### src/rtl/ddc_pkg.sv
package ddc_pkg;

    localparam int BYTE_BITS = 8;
    localparam int CNT_W     = $clog2(BYTE_BITS + 1);

    localparam logic [1:0] REG_DATA = 2'd0;
    localparam logic [1:0] REG_OWN  = 2'd1;
    localparam logic [1:0] REG_STAT = 2'd2;
    localparam logic [1:0] REG_CTRL = 2'd3;

    typedef enum logic [2:0] {
        ST_IDLE, ST_ADDR, ST_ACK, ST_RX, ST_TX, ST_TXACK, ST_HOLD, ST_SKIP
    } ddc_state_e;

    typedef struct packed {
        ddc_state_e             st;
        logic [BYTE_BITS-1:0]   sh;
        logic [CNT_W-1:0]       cnt;
        logic [BYTE_BITS-1:0]   data;
        logic [6:0]             own;
        logic                   start_seen;
        logic                   addr_hit;
        logic                   byte_flag;
        logic                   rxak;
        logic                   irq_addr;
        logic                   en;
        logic                   trx;
        logic                   aie;
        logic                   bie;
        logic                   hold;
        logic                   sda_low;
        logic                   scl_p;
        logic                   sda_p;
    } ddc_regs_t;

endpackage

### src/rtl/ddc_line_filter.sv
module ddc_line_filter #(
    parameter int LINES        = 2,
    parameter int SYNC_STAGES  = 2,
    parameter int FILT_SAMPLES = 2
) (
    input  logic             clk,
    input  logic             rst_n,
    input  logic [LINES-1:0] raw,
    output logic [LINES-1:0] clean
);

    for (genvar i = 0; i < LINES; i++) begin : g_line
        logic [SYNC_STAGES-1:0]  sync_q;
        logic [FILT_SAMPLES-1:0] hist_q;
        logic                    clean_q;

        always_ff @(posedge clk or negedge rst_n) begin
            if (!rst_n) begin
                sync_q  <= '1;
                hist_q  <= '1;
                clean_q <= 1'b1;
            end else begin
                sync_q <= {sync_q[SYNC_STAGES-2:0], raw[i]};
                hist_q <= {hist_q[FILT_SAMPLES-2:0], sync_q[SYNC_STAGES-1]};
                if (&hist_q) begin
                    clean_q <= 1'b1;
                end else if (~|hist_q) begin
                    clean_q <= 1'b0;
                end
            end
        end

        assign clean[i] = clean_q;
    end

endmodule

### src/rtl/ddc_addr_match.sv
module ddc_addr_match #(
    parameter logic [6:0] DEF_ADDR = 7'h50
) (
    input  logic [7:0] addr_byte,
    input  logic [6:0] own_addr,
    output logic       hit
);

    logic [6:0] target;

    always_comb begin
        target = addr_byte[7:1];
        hit    = (target == DEF_ADDR) || (target == own_addr);
    end

endmodule

### src/rtl/ddc_slave.sv
module ddc_slave
    import ddc_pkg::*;
#(
    parameter logic [6:0] DEF_ADDR     = 7'h50,
    parameter int         SYNC_STAGES  = 2,
    parameter int         FILT_SAMPLES = 2
) (
    input  logic       clk,
    input  logic       rst_n,
    input  logic       scl_in,
    input  logic       sda_in,
    output logic       scl_drive_low,
    output logic       sda_drive_low,
    input  logic       wr_en,
    input  logic [1:0] wr_addr,
    input  logic [7:0] wr_data,
    input  logic [1:0] rd_addr,
    output logic [7:0] rd_data,
    output logic       irq_addr,
    output logic       irq_byte
);

    localparam logic [CNT_W-1:0] LAST_BIT = CNT_W'(BYTE_BITS);

    ddc_regs_t r_d, r_q;
    logic [1:0] lines_f;
    logic       scl_f, sda_f;
    logic       rise_ev, fall_ev, start_ev, stop_ev, hit;
    logic [7:0] nsh;
    logic [CNT_W-1:0] ncnt;

    ddc_line_filter #(
        .LINES        (2),
        .SYNC_STAGES  (SYNC_STAGES),
        .FILT_SAMPLES (FILT_SAMPLES)
    ) filt_i (
        .clk   (clk),
        .rst_n (rst_n),
        .raw   ({sda_in, scl_in}),
        .clean (lines_f)
    );

    assign scl_f = lines_f[0];
    assign sda_f = lines_f[1];

    ddc_addr_match #(.DEF_ADDR(DEF_ADDR)) match_i (
        .addr_byte (r_q.sh),
        .own_addr  (r_q.own),
        .hit       (hit)
    );

    always_comb begin
        rise_ev  = scl_f && !r_q.scl_p;
        fall_ev  = !scl_f && r_q.scl_p;
        start_ev = scl_f && r_q.scl_p && r_q.sda_p && !sda_f;
        stop_ev  = scl_f && r_q.scl_p && !r_q.sda_p && sda_f;
        nsh      = {r_q.sh[6:0], 1'b0};
        ncnt     = r_q.cnt + 1'b1;

        r_d       = r_q;
        r_d.scl_p = scl_f;
        r_d.sda_p = sda_f;

        // software side
        if (wr_en) begin
            case (wr_addr)
                REG_DATA: begin
                    r_d.data = wr_data;
                    if (r_q.st == ST_HOLD) begin
                        r_d.byte_flag = 1'b0;
                        r_d.hold      = 1'b0;
                        r_d.cnt       = '0;
                        if (r_q.trx) begin
                            r_d.sh      = wr_data;
                            r_d.sda_low = !wr_data[7];
                            r_d.st      = ST_TX;
                        end else begin
                            r_d.st = ST_RX;
                        end
                    end
                end
                REG_OWN:  r_d.own = wr_data[6:0];
                REG_STAT: begin
                    if (wr_data[0]) r_d.start_seen = 1'b0;
                    if (wr_data[1]) begin
                        r_d.addr_hit = 1'b0;
                        r_d.irq_addr = 1'b0;
                    end
                    if (wr_data[2]) r_d.byte_flag = 1'b0;
                end
                default: begin
                    r_d.en  = wr_data[0];
                    r_d.trx = wr_data[1];
                    r_d.aie = wr_data[2];
                    r_d.bie = wr_data[3];
                end
            endcase
        end

        // bus side, takes priority over software
        if (!r_q.en) begin
            r_d.st      = ST_IDLE;
            r_d.hold    = 1'b0;
            r_d.sda_low = 1'b0;
        end else if (start_ev) begin
            r_d.start_seen = 1'b1;
            r_d.st         = ST_ADDR;
            r_d.cnt        = '0;
            r_d.hold       = 1'b0;
            r_d.sda_low    = 1'b0;
        end else if (stop_ev) begin
            r_d.st      = ST_IDLE;
            r_d.hold    = 1'b0;
            r_d.sda_low = 1'b0;
        end else begin
            case (r_q.st)
                ST_ADDR, ST_RX: begin
                    if (rise_ev && r_q.cnt < LAST_BIT) begin
                        r_d.sh  = {r_q.sh[6:0], sda_f};
                        r_d.cnt = ncnt;
                    end else if (fall_ev && r_q.cnt == LAST_BIT) begin
                        if (r_q.st == ST_RX || hit) begin
                            r_d.data    = r_q.sh;
                            r_d.sda_low = 1'b1;
                            r_d.st      = ST_ACK;
                            if (r_q.st == ST_ADDR) begin
                                r_d.addr_hit = 1'b1;
                                r_d.irq_addr = r_q.irq_addr || r_q.aie;
                            end
                        end else begin
                            r_d.st = ST_SKIP;
                        end
                    end
                end
                ST_ACK: begin
                    if (fall_ev) begin
                        r_d.sda_low   = 1'b0;
                        r_d.byte_flag = 1'b1;
                        r_d.hold      = 1'b1;
                        r_d.st        = ST_HOLD;
                    end
                end
                ST_TX: begin
                    if (fall_ev) begin
                        r_d.sh  = nsh;
                        r_d.cnt = ncnt;
                        if (ncnt == LAST_BIT) begin
                            r_d.sda_low = 1'b0;
                            r_d.st      = ST_TXACK;
                        end else begin
                            r_d.sda_low = !nsh[7];
                        end
                    end
                end
                ST_TXACK: begin
                    if (rise_ev) begin
                        r_d.rxak = sda_f;
                    end else if (fall_ev) begin
                        r_d.byte_flag = 1'b1;
                        if (r_q.rxak) begin
                            r_d.st = ST_SKIP;
                        end else begin
                            r_d.hold = 1'b1;
                            r_d.st   = ST_HOLD;
                        end
                    end
                end
                default: ;
            endcase
        end
    end

    always_ff @(posedge clk or negedge rst_n) begin
        if (!rst_n) begin
            r_q       <= '0;
            r_q.st    <= ST_IDLE;
            r_q.scl_p <= 1'b1;
            r_q.sda_p <= 1'b1;
        end else begin
            r_q <= r_d;
        end
    end

    always_comb begin
        case (rd_addr)
            REG_DATA: rd_data = r_q.data;
            REG_OWN:  rd_data = {1'b0, r_q.own};
            REG_STAT: rd_data = {4'b0, r_q.rxak, r_q.byte_flag, r_q.addr_hit, r_q.start_seen};
            default:  rd_data = {4'b0, r_q.bie, r_q.aie, r_q.trx, r_q.en};
        endcase
    end

    assign scl_drive_low = r_q.hold;
    assign sda_drive_low = r_q.sda_low;
    assign irq_addr      = r_q.irq_addr;
    assign irq_byte      = r_q.byte_flag && r_q.bie;

    // start status survives until software clears it
    assert_start_sticky_R1: assert property (@(posedge clk) disable iff (!rst_n)
        (r_q.start_seen && !(wr_en && wr_addr == REG_STAT && wr_data[0])) |=> r_q.start_seen);

    // interrupt line never stands without the hit flag behind it
    assert_irq_has_flag_R5: assert property (@(posedge clk) disable iff (!rst_n)
        irq_addr |-> r_q.addr_hit);

    // data drive only begins while the filtered clock is low
    assert_sda_onset_scl_low_R6: assert property (@(posedge clk) disable iff (!rst_n)
        $rose(sda_drive_low) |-> !scl_f);

    // the stall is only ever applied over a low clock phase
    assert_hold_over_low_R8: assert property (@(posedge clk) disable iff (!rst_n)
        scl_drive_low |-> !scl_f);

    // a disabled block lets go of both lines
    assert_disabled_quiet_R12: assert property (@(posedge clk) disable iff (!rst_n)
        !r_q.en |=> (!sda_drive_low && !scl_drive_low));

endmodule

### config.mk
export PLATFORM = sky130hd
export DESIGN_NAME = ddc_slave
export DESIGN_NICKNAME = d
export VERILOG_FILES = /design/src/rtl/ddc_pkg.sv /design/src/rtl/ddc_line_filter.sv /design/src/rtl/ddc_addr_match.sv /design/src/rtl/ddc_slave.sv
export SDC_FILE = /design/constraint.sdc
export NUM_CORES = 1
export LEC_CHECK = 0
export ABC_CLOCK_PERIOD_IN_PS = 2200
export BUFFER_PORTS_ARGS = -buffer_cell sky130_fd_sc_hd__buf_2
export CAP_MARGIN = 20
export CORE_UTILIZATION = 50
export DETAILED_ROUTE_END_ITERATION = 6
export HOLD_SLACK_MARGIN = 0.1
export PLACE_DENSITY_LB_ADDON = 0.1
export SLEW_MARGIN = 20
export SYNTH_ARGS = -nofsm -noshare
export SYNTH_HDL_FRONTEND = slang
export SYNTH_SLANG_ARGS = --single-unit
### constraint.sdc
create_clock -name clk -period 2.2 [get_ports clk]
set_input_delay 0 -clock clk [delete_from_list [all_inputs] [get_ports clk]]
set_output_delay 0 -clock clk [all_outputs]
set_load 0.02 [all_outputs]
==> results of run 1 <==
[metal layers]
| metal | vias up | global-route usage | wire length [µm] | part of all wire |
|---|---|---|---|---|
| met3 | 9 | 0.0431 | 274 | 0.046 |
| li1 | 968 | - | - | - |
| met1 | 969 | 0.328 | 3010 | 0.50 |
| met5 | - | 0 | 0 | 0 |
| met4 | 0 | 0.0519 | 66 | 0.011 |
| met2 | 50 | 0.337 | 2650 | 0.44 |
[logic make-up (layout without fill, tap and decap cells)]
family | Yosys count | in the layout | synth area share
multiplexers | 37 | 37 | 0.161
XOR/XNOR | 10 | 10 | 0.0315
adder cells (fa/ha/maj) | 4 | 4 | 0.0180
AND/OR/NAND/NOR | 77 | 77 | 0.160
buffers and inverters | 14 | 61 | 0.0234
flip-flops | 53 | 53 | 0.483
AO/OA/AOI/OAI | 45 | 45 | 0.123
[critical path: cells and delay by family (launching register included)]
| family | cells | cell delay [ns] |
|---|---|---|
| XOR/XNOR | 1 | 0.21 |
| AND/OR/NAND/NOR | 2 | 0.76 |
| flip-flops | 1 | 0.45 |
| AO/OA/AOI/OAI | 2 | 0.40 |
[report_power, final]
group          internal, µW  switching [µW]
registers              1100             128
clock network           227             291
logic                   258             248
total                  1590             667
[synth_stat cells (2+ instances only)]
cell	count	share of area
nor3b_2	2	0.0090
mux4_2	4	0.032
or3_1	3	0.0068
dfrtp_1	41	0.37
clkbuf_1	3	0.0041
o31ai_1	2	0.0054
nand3_1	10	0.018
dfstp_2	12	0.11
mux2i_1	12	0.043
o22a_1	8	0.025
nor3_4	2	0.012
buf_2	4	0.0072
inv_1	6	0.0081
ha_1	4	0.018
a22oi_1	2	0.0054
xnor2_1	4	0.013
o21ai_0	6	0.011
nor3b_1	2	0.0054
a21oi_1	6	0.011
o21ai_1	3	0.0054
nor2b_1	3	0.0068
mux2_2	21	0.085
xor2_1	6	0.019
nand2_1	25	0.034
nand3b_1	2	0.0054
nand2b_1	3	0.0068
nor2_1	14	0.019
nand4bb_1	2	0.0081
[worst paths after layout]
path	startpoint	to	slack [ns]	cells after the start
max	nsh[2]	sda_drive_low	0.28	5
min	wr_data[7]	r_q[27]	0.12	4
max reg2reg	nsh[2]	sda_drive_low	0.28	5
min reg2reg	filt_i.g_line[0].sync_q[0]	filt_i.g_line[0].sync_q[1]	0.36	0
max in group asynchronous	rst_n	r_q[0]	1.29	3
min in group asynchronous	rst_n	r_q[4]	0.26	2
[per-stage QoR]
step | worst slack [ns] | cells | utilization | power (µW) | hold WS [ns]
detailed placement | 0.304 | 337 | 0.578 | 1740 | 0.0499
finish | 0.282 | 357 | 0.616 | 2260 | 0.124
global route | 0.160 | 357 | 0.616 | 2400 | 0.134
global placement | 0.324 | 337 | 0.578 | 1730 | 0.0594
floorplan | 0.545 | 240 | - | 1570 | -0.296
CTS | 0.281 | 357 | 0.616 | 2280 | 0.122
[sequential cells by signal, summed over array words and instances, names as in the netlist]
signal / cells
sda_drive_low: 1
filt_i.g_line.sync_q: 4
filt_i.g_line.clean_q: 2
r_q: 33
irq_addr: 1
filt_i.g_line.hist_q: 4
scl_drive_low: 1
nsh: 7
[area by class of cell]
| class | count | area [µm²] | share of cell area |
|---|---|---|---|
| clock buffers | 8 | 80.1 | 0.0248 |
| inverters | 6 | 22.5 | 0.00698 |
| multi-input cells | 173 | 1370 | 0.425 |
| flip-flops and latches | 53 | 1340 | 0.416 |
| well taps | 70 | 87.6 | 0.0271 |
| repair buffers | 47 | 325 | 0.101 |
[placed cells by master (no fill, tap or decap), types with 3 or more instances in the layout]
cell and count:
a21oi_1 6, nand2b_1 3, dlygate4sd3_1 12, clkbuf_1 3, o22a_1 8, or3_1 3, mux4_2 4, mux2_2 21
o21ai_0 6, nand3_1 10, buf_2 28, dfrtp_1 41, clkbuf_8 5, nor2b_1 3, mux2i_1 12, dfstp_2 12
o21ai_1 3, nand2_1 25, ha_1 4, buf_4 6, nor2_1 14, xor2_1 6, xnor2_1 4, inv_1 6
==> impl_metrics.env, run 1 <==
export IMPL_outcome="finished, final reports clean"
export IMPL_wl_per_cell_um=16.8
export IMPL_htreeDepth=2
export IMPL_dp_hpwl_um=4440
export IMPL_port_buffers=28
export IMPL_drive_gt1_frac=0.310
export IMPL_cp_slowest_cell="nor3_4"
export IMPL_antennaDiodeCount=0
export IMPL_power_leakage_uw=0.00140
export IMPL_path_clk_slew_ns=0.08
export IMPL_antenna_found_initial=0
export IMPL_cp_arrival_ns=2.13
export IMPL_endpoint_kind="flip-flop"
export IMPL_fin_crit_ns=1.92
export IMPL_drt_iter0_markers=97
export IMPL_skew_ns=0.00811
export IMPL_cts_buffers=5
export IMPL_setup_viol=0
export IMPL_critPathMaxFanout=10
export IMPL_routabilityCongestion=0.787
export IMPL_hold_buffers=12
export IMPL_fmax_mhz=521
export IMPL_grt_pass1_wl_um=10200
export IMPL_seq_area_frac_synth=0.483
export IMPL_power_density_nw_per_um2=699
export IMPL_worstSetupPathType="reg2reg"
export IMPL_syn_instance_count=240
export IMPL_cts_tree="done"
export IMPL_yosysWarnings=0
export IMPL_clk_latency_ns=0.30
export IMPL_ys_flop_type="dfrtp_1"
export IMPL_hold_path_class="in2reg"
export IMPL_grt_overflow=0
export IMPL_clockBufferDepth=2
export IMPL_design_die_area_um2=5860
export IMPL_clock_tree_root_cell="clkbuf_8"
export IMPL_post_cts_resized=0
export IMPL_grt_max_degree=28
export IMPL_finalHoldViolCount=0
export IMPL_cts_sinks=53
export IMPL_post_cts_buffers=0
export IMPL_drv_cap=0
export IMPL_via_count=1996
export IMPL_cp_required_ns=2.42
export IMPL_dpl_instance_area_um2=3030
export IMPL_syn_area_um2=2780
export IMPL_wirelength_um=6010
export IMPL_drc_errors=0
export IMPL_fillers=440
export IMPL_yosysUniqueCellTypes=56
export IMPL_nets=307
export IMPL_rsz0062_at_grt="false"
export IMPL_finish_instance_area_um2=3230
export IMPL_synth_edf_count=0
export IMPL_synth_fp_nets=261
export IMPL_tightest_slew_ns=0.644
export IMPL_num_rows=26
export IMPL_die_h_um=76.5
export IMPL_track_usage=0.222
export IMPL_fin_crit_sh=0.872
export IMPL_max_stage_delay_ns=0.46
export IMPL_grt_pass1_vias=1991
export IMPL_crit_chain="xor2_1, nor4_4, a31oi_2, nor3_4, o21bai_1"
export IMPL_vias_per_cell=5.59
export IMPL_fin_tns_setup_ns=0
export IMPL_initial_core_util=0.530
export IMPL_slew_limit_headroom=0.571
export IMPL_ir_drop_uv=469
export IMPL_startpoint_type="flip-flop"
export IMPL_ys_ff_latch=53
export IMPL_first_pass_iters=5
export IMPL_slew_violations=0
export IMPL_area_growth_pct=16.2
export IMPL_synth_avg_cell_area_um2=11.6
export IMPL_async_flop_share=1.00
export IMPL_die_w_um=76.5
export IMPL_pin_count=29
export IMPL_detail_route_antenna_nets=0
export IMPL_core_area_um2=5240
Note: power is estimated with default switching activity, not from simulation.
==> run 2, diff against run 1 <==
Settings changed: PLACE_DENSITY set to 0.78, PLACE_DENSITY_LB_ADDON 0.1 to unset.
==> impl_metrics.env, run 2 (synthesis gave the netlist of run 1 again) <==
export IMPL_outcome="finished, final reports clean"
export IMPL_nets=307
export IMPL_fmax_mhz=537
export IMPL_skew_ns=0.00556
export IMPL_layout_commonest_cell="dfrtp_1"
export IMPL_post_cts_resized=0
export IMPL_clk_latency_ns=0.30
export IMPL_clock_tree_root_cell="clkbuf_8"
export IMPL_routabilityCongestion=0.835
export IMPL_r2r_slack_ns=0.34
export IMPL_slew_limit_headroom=0.621
export IMPL_wl_per_cell_um=16.1
export IMPL_final_cell_mix="dfrtp_1, buf_2, nand2_1, mux2_2, nor2_1"
export IMPL_design_die_area_um2=5860
export IMPL_first_pass_iters=4
export IMPL_cp_slowest_cell="nor3_4"
export IMPL_power_leakage_uw=0.00140
export IMPL_area_growth_pct=15.9
export IMPL_critPathMaxFanout=10
export IMPL_initial_core_util=0.530
export IMPL_grt_pass1_wl_um=9860
export IMPL_fin_crit_sh=0.847
export IMPL_cts_tree="done"
export IMPL_utilization=0.615
export IMPL_num_rows=26
export IMPL_power_density_nw_per_um2=699
export IMPL_clockBufferDepth=2
export IMPL_fin_tns_setup_ns=0
export IMPL_hold_path_class="in2reg"
export IMPL_drv_cap=0
export IMPL_rsz0062_at_grt="false"
export IMPL_cp_arrival_ns=2.11
export IMPL_cp_required_ns=2.44
export IMPL_wirelength_um=5750
export IMPL_regMostFlops="r_q"
export IMPL_setup_viol=0
export IMPL_detail_route_antenna_nets=0
export IMPL_antennaDiodeCount=0
export IMPL_cts_buffers=5
export IMPL_antenna_found_initial=0
export IMPL_largest_register_ffs=33
export IMPL_dp_hpwl_um=4190
export IMPL_fin_crit_ns=1.86
export IMPL_max_stage_delay_ns=0.45
export IMPL_ir_drop_uv=398
export IMPL_finalHoldViolCount=0
export IMPL_worstSetupPathType="reg2reg"
export IMPL_cts_sinks=53
export IMPL_htreeDepth=2
export IMPL_power_uw=2250
export IMPL_track_usage=0.216
export IMPL_via_count=2034
export IMPL_fillers=431
export IMPL_die_h_um=76.5
export IMPL_grt_pass1_vias=1948
export IMPL_die_w_um=76.5
export IMPL_pin_count=29
export IMPL_endpoint_kind="flip-flop"
export IMPL_vias_per_cell=5.70
export IMPL_port_buffers=28
export IMPL_post_cts_buffers=0
export IMPL_drt_iter0_markers=158
export IMPL_startpoint_type="flip-flop"
export IMPL_grt_overflow=0
export IMPL_drive_gt1_frac=0.317
export IMPL_crit_chain="xor2_1, nor4_4, a31oi_2, nor3_4, o22a_1"
export IMPL_core_area_um2=5240
export IMPL_path_clk_slew_ns=0.09
export IMPL_slew_violations=0
export IMPL_drc_errors=0
export IMPL_grt_max_degree=46
export IMPL_tightest_slew_ns=0.568
## run 2: cell types whose count changed in the layout (fill, tap and decap cells not counted), sizes merged
cell,previous run,this run
clkinv,0,2
clkbuf,8,6
## run 2: power by group
group | switching, µW | internal [µW]
clock network | 294 | 221
registers | 127 | 1100
logic | 247 | 258
## run 2: through the flow
step           hold slack [ns]  cell area [µm²]  worst slack (ns)  std cells
2_1_floorplan           -0.296             2780             0.545        240
4_1_cts                  0.121             3220             0.327        357
3_5_place_dp             0.107             3020             0.354        337
3_3_place_gp             0.104             3020             0.380        337
6_report                 0.140             3220             0.336        357
5_1_grt                  0.135             3220             0.145        357
## run 2: cell type report
class | count | area (µm²) | share of cell area
Inverter | 6 | 22.5 | 0.00699
Sequential cell | 53 | 1340 | 0.416
Timing Repair Buffer | 47 | 315 | 0.0979
Multi-Input combinational cell | 173 | 1370 | 0.426
Clock buffer | 6 | 72.6 | 0.0225
Tap cell | 70 | 87.6 | 0.0272
Clock inverter | 2 | 10.0 | 0.00311
## run 2: what timing repair did
action / in CTS / in global routing
setup endpoints to repair: 0 / 0
endpoints found under the hold margin: 66 / 0
hold buffers: 12 / 0
## run 2: layer usage
metal,routed length [µm],share of wire,GRT usage,vias up
met4,91,0.016,0.0615,0
met2,2620,0.46,0.321,60
li1,-,-,-,972
met5,0,0,0,-
met1,2720,0.47,0.327,992
met3,307,0.053,0.0323,10
## run 2: final timing paths
kind                                               to  depth (start not counted)                        from
max                                           r_q[27]                          5                      nsh[2]
min                                           r_q[39]                          5                  wr_data[7]
max reg2reg                                   r_q[27]                          5                      nsh[2]
min reg2reg                filt_i.g_line[1].sync_q[1]                          0  filt_i.g_line[1].sync_q[0]
max in group asynchronous  filt_i.g_line[0].sync_q[0]                          3                       rst_n
min in group asynchronous                     r_q[19]                          2                       rst_n
## run 2: critical path, delay by kind of cell (launching register included)
family / cells / cell delay, ns
AND/OR/NAND/NOR: 2 / 0.75
flip-flops: 1 / 0.44
AO/OA/AOI/OAI: 2 / 0.42
XOR/XNOR: 1 / 0.20
==> run 3, diff against run 2 <==
Settings changed: ABC_AREA set to 1, ABC_CLOCK_PERIOD_IN_PS 2200 to 1800.
Clock period 2.2 ns to 1.8 ns, I/O delays scaled along.
==> impl_metrics.env, run 3 <==
export IMPL_antennaDiodeCount=0
export IMPL_cp_required_ns=2.02
export IMPL_cp_arrival_ns=1.89
export IMPL_async_flop_share=1.00
export IMPL_cts_buffers=5
export IMPL_final_cell_mix="nand2_1, dfrtp_1, inv_1, o21ai_0, buf_2"
export IMPL_synth_top_area_cell="dfrtp_1"
export IMPL_drive_gt1_frac=0.246
export IMPL_grt_pass1_vias=2393
export IMPL_die_w_um=79.2
export IMPL_routabilityCongestion=0.934
export IMPL_outcome="finished, final reports clean"
export IMPL_grt_pass1_wl_um=11200
export IMPL_fin_crit_sh=0.928
export IMPL_tightest_slew_ns=0.582
export IMPL_yosysUniqueCellTypes=41
export IMPL_path_clk_slew_ns=0.10
export IMPL_reg2reg_depth=9
export IMPL_cts_sinks=53
export IMPL_port_buffers=28
export IMPL_worst_slack_ns=0.129
export IMPL_design_die_area_um2=6280
export IMPL_ys_flop_type="dfrtp_1"
export IMPL_power_share_sequential=0.495
export IMPL_rsz0062_at_grt="false"
export IMPL_first_pass_iters=4
export IMPL_worstReg2RegEnd="r_q[20]"
export IMPL_nets=439
export IMPL_syn_instance_count=371
export IMPL_synth_area_top_cells="dfrtp_1, nand2_1, dfstp_2, o21ai_0, inv_1"
export IMPL_syn_area_um2=2980
export IMPL_synth_fp_nets=392
export IMPL_grt_overflow=0
export IMPL_initial_core_util=0.529
export IMPL_regMostFlops="r_q"
export IMPL_die_h_um=79.2
export IMPL_clock_tree_root_cell="clkbuf_8"
export IMPL_dp_hpwl_um=5070
export IMPL_ys_ff_latch=53
export IMPL_place_inst=469
export IMPL_largest_register_ffs=33
export IMPL_grt_max_degree=22
export IMPL_wirelength_um=6940
export IMPL_cts_tree="done"
export IMPL_power_leakage_uw=0.00167
export IMPL_pre_cts_ws_ns=0.148
export IMPL_rr_startpoint="filt_i.g_line[0].clean_q"
export IMPL_path_common_cell="nand2_1"
export IMPL_pin_count=29
export IMPL_wl_per_cell_um=14.1
export IMPL_ir_drop_uv=714
export IMPL_hold_buffers=14
export IMPL_utilization=0.607
export IMPL_power_density_nw_per_um2=930
export IMPL_max_stage_delay_ns=0.59
export IMPL_drt_iter0_markers=159
export IMPL_finalHoldViolCount=0
export IMPL_num_rows=27
export IMPL_fillers=505
export IMPL_crit_chain="nand2_1, nor2_2, nor2_4, nand2_4, inv_4, nand3_4, nand2_1, o21ai_1, inv_1"
export IMPL_p_int_uw=2070
export IMPL_switchingPower_uw=1120
export IMPL_synth_edf_count=0
export IMPL_clk_latency_ns=0.32
export IMPL_post_cts_buffers=0
export IMPL_setup_viol=0
export IMPL_vias_per_cell=5.28
export IMPL_fmax_mhz=598
export IMPL_detail_route_antenna_nets=0
export IMPL_worstSetupPathType="reg2reg"
export IMPL_seq_area_frac_synth=0.450
export IMPL_synth_common_cells="nand2_1, dfrtp_1, inv_1"
export IMPL_drv_cap=0
export IMPL_core_area_um2=5640
export IMPL_holdWs_ns=0.154
export IMPL_critPathMaxFanout=16
export IMPL_hold_path_class="in2async"
export IMPL_synth_top_area_share=0.344
export IMPL_synth_avg_cell_area_um2=8.04
export IMPL_fin_tns_setup_ns=0
export IMPL_fin_crit_ns=1.67
export IMPL_layout_commonest_cell="nand2_1"
export IMPL_post_cts_resized=0
export IMPL_antenna_found_initial=0
export IMPL_cp_slowest_cell="dfstp_2"
export IMPL_path_buf_inv=2
export IMPL_p_clk_frac=0.233
export IMPL_htreeDepth=2
export IMPL_track_usage=0.238
export IMPL_startpoint_type="flip-flop"
export IMPL_slew_violations=0
export IMPL_drc_errors=0
export IMPL_critPathTopFamily="simple AND/OR/NAND/NOR gates"
export IMPL_instances_no_fill=491
export IMPL_endpoint_kind="flip-flop"
export IMPL_skew_ns=0.0170
export IMPL_synthMostInstantiatedCell="nand2_1"
export IMPL_swShare=0.351
export IMPL_via_count=2591
export IMPL_clockBufferDepth=2
export IMPL_slew_limit_headroom=0.610
export IMPL_area_growth_pct=14.9
export IMPL_cp_depth=9
export IMPL_r2r_slack_ns=0.13
export IMPL_power_frac_comb=0.272
export IMPL_yosysWarnings=0
run 3: cell types whose count changed in the layout (fill, tap and decap cells not counted), moves of 10 or more:
cell / previous run / this run
o21ai_0: 6 / 33
mux2i_1: 12 / 1
o21ai_2: 1 / 11
inv_2: 0 / 13
inv_1: 6 / 37
mux2_2: 21 / 0
nand2_1: 25 / 104
run 3: logic make-up after synthesis:
group	share of synthesized area
compound gates	0.161
mux	0.00336
buf+inv	0.0885
flops	0.450
xor+xnor	0.00294
fa+ha+maj	0.0168
simple gates	0.278
run 3: area by class of cell:
type,count,area (µm²),area share
repair buffers,46,310,0.0905
clock buffers,7,96.3,0.0281
flip-flops and latches,53,1340,0.391
multi-input cells,259,1380,0.402
inverters,53,206,0.0602
clock inverters,1,5.00,0.00146
well taps,72,90.1,0.0263
run 3: metrics by stage:
stage / instance area (µm²) / total power (µW)
floorplan: 2980 / 2180
global placement: 3190 / 2400
detailed placement: 3190 / 2440
CTS: 3430 / 3200
global route: 3430 / 3390
finish: 3430 / 3190
run 3: how the worst max path moves through the flow:
stage | endpoint | start | slack [ns]
after floorplan | r_q[26] | r_q[1] | 0.31
after global placement | r_q[20] | r_q[1] | 0.18
after detailed placement | r_q[20] | r_q[1] | 0.15
after CTS | r_q[20] | filt_i.g_line[0].clean_q | 0.13
after global routing | r_q[20] | r_q[1] | 0.001
final | r_q[20] | filt_i.g_line[0].clean_q | 0.13
run 3: power groups by stage:
stage,Sequential (µW),Combinational [µW],Clock (µW)
2_1_floorplan,1550,638,0
3_3_place_gp,1590,812,0
3_5_place_dp,1600,841,0
4_1_cts,1570,868,758
5_1_grt,1600,971,820
6_report,1580,868,743
run 3: metal layers:
layer / GRT usage / up-vias / share of wire
met5: 0 / - / 0
met4: 0.122 / 0 / 0.031
met3: 0.0448 / 21 / 0.038
met2: 0.392 / 80 / 0.49
met1: 0.297 / 1198 / 0.44
li1: - / 1292 / -
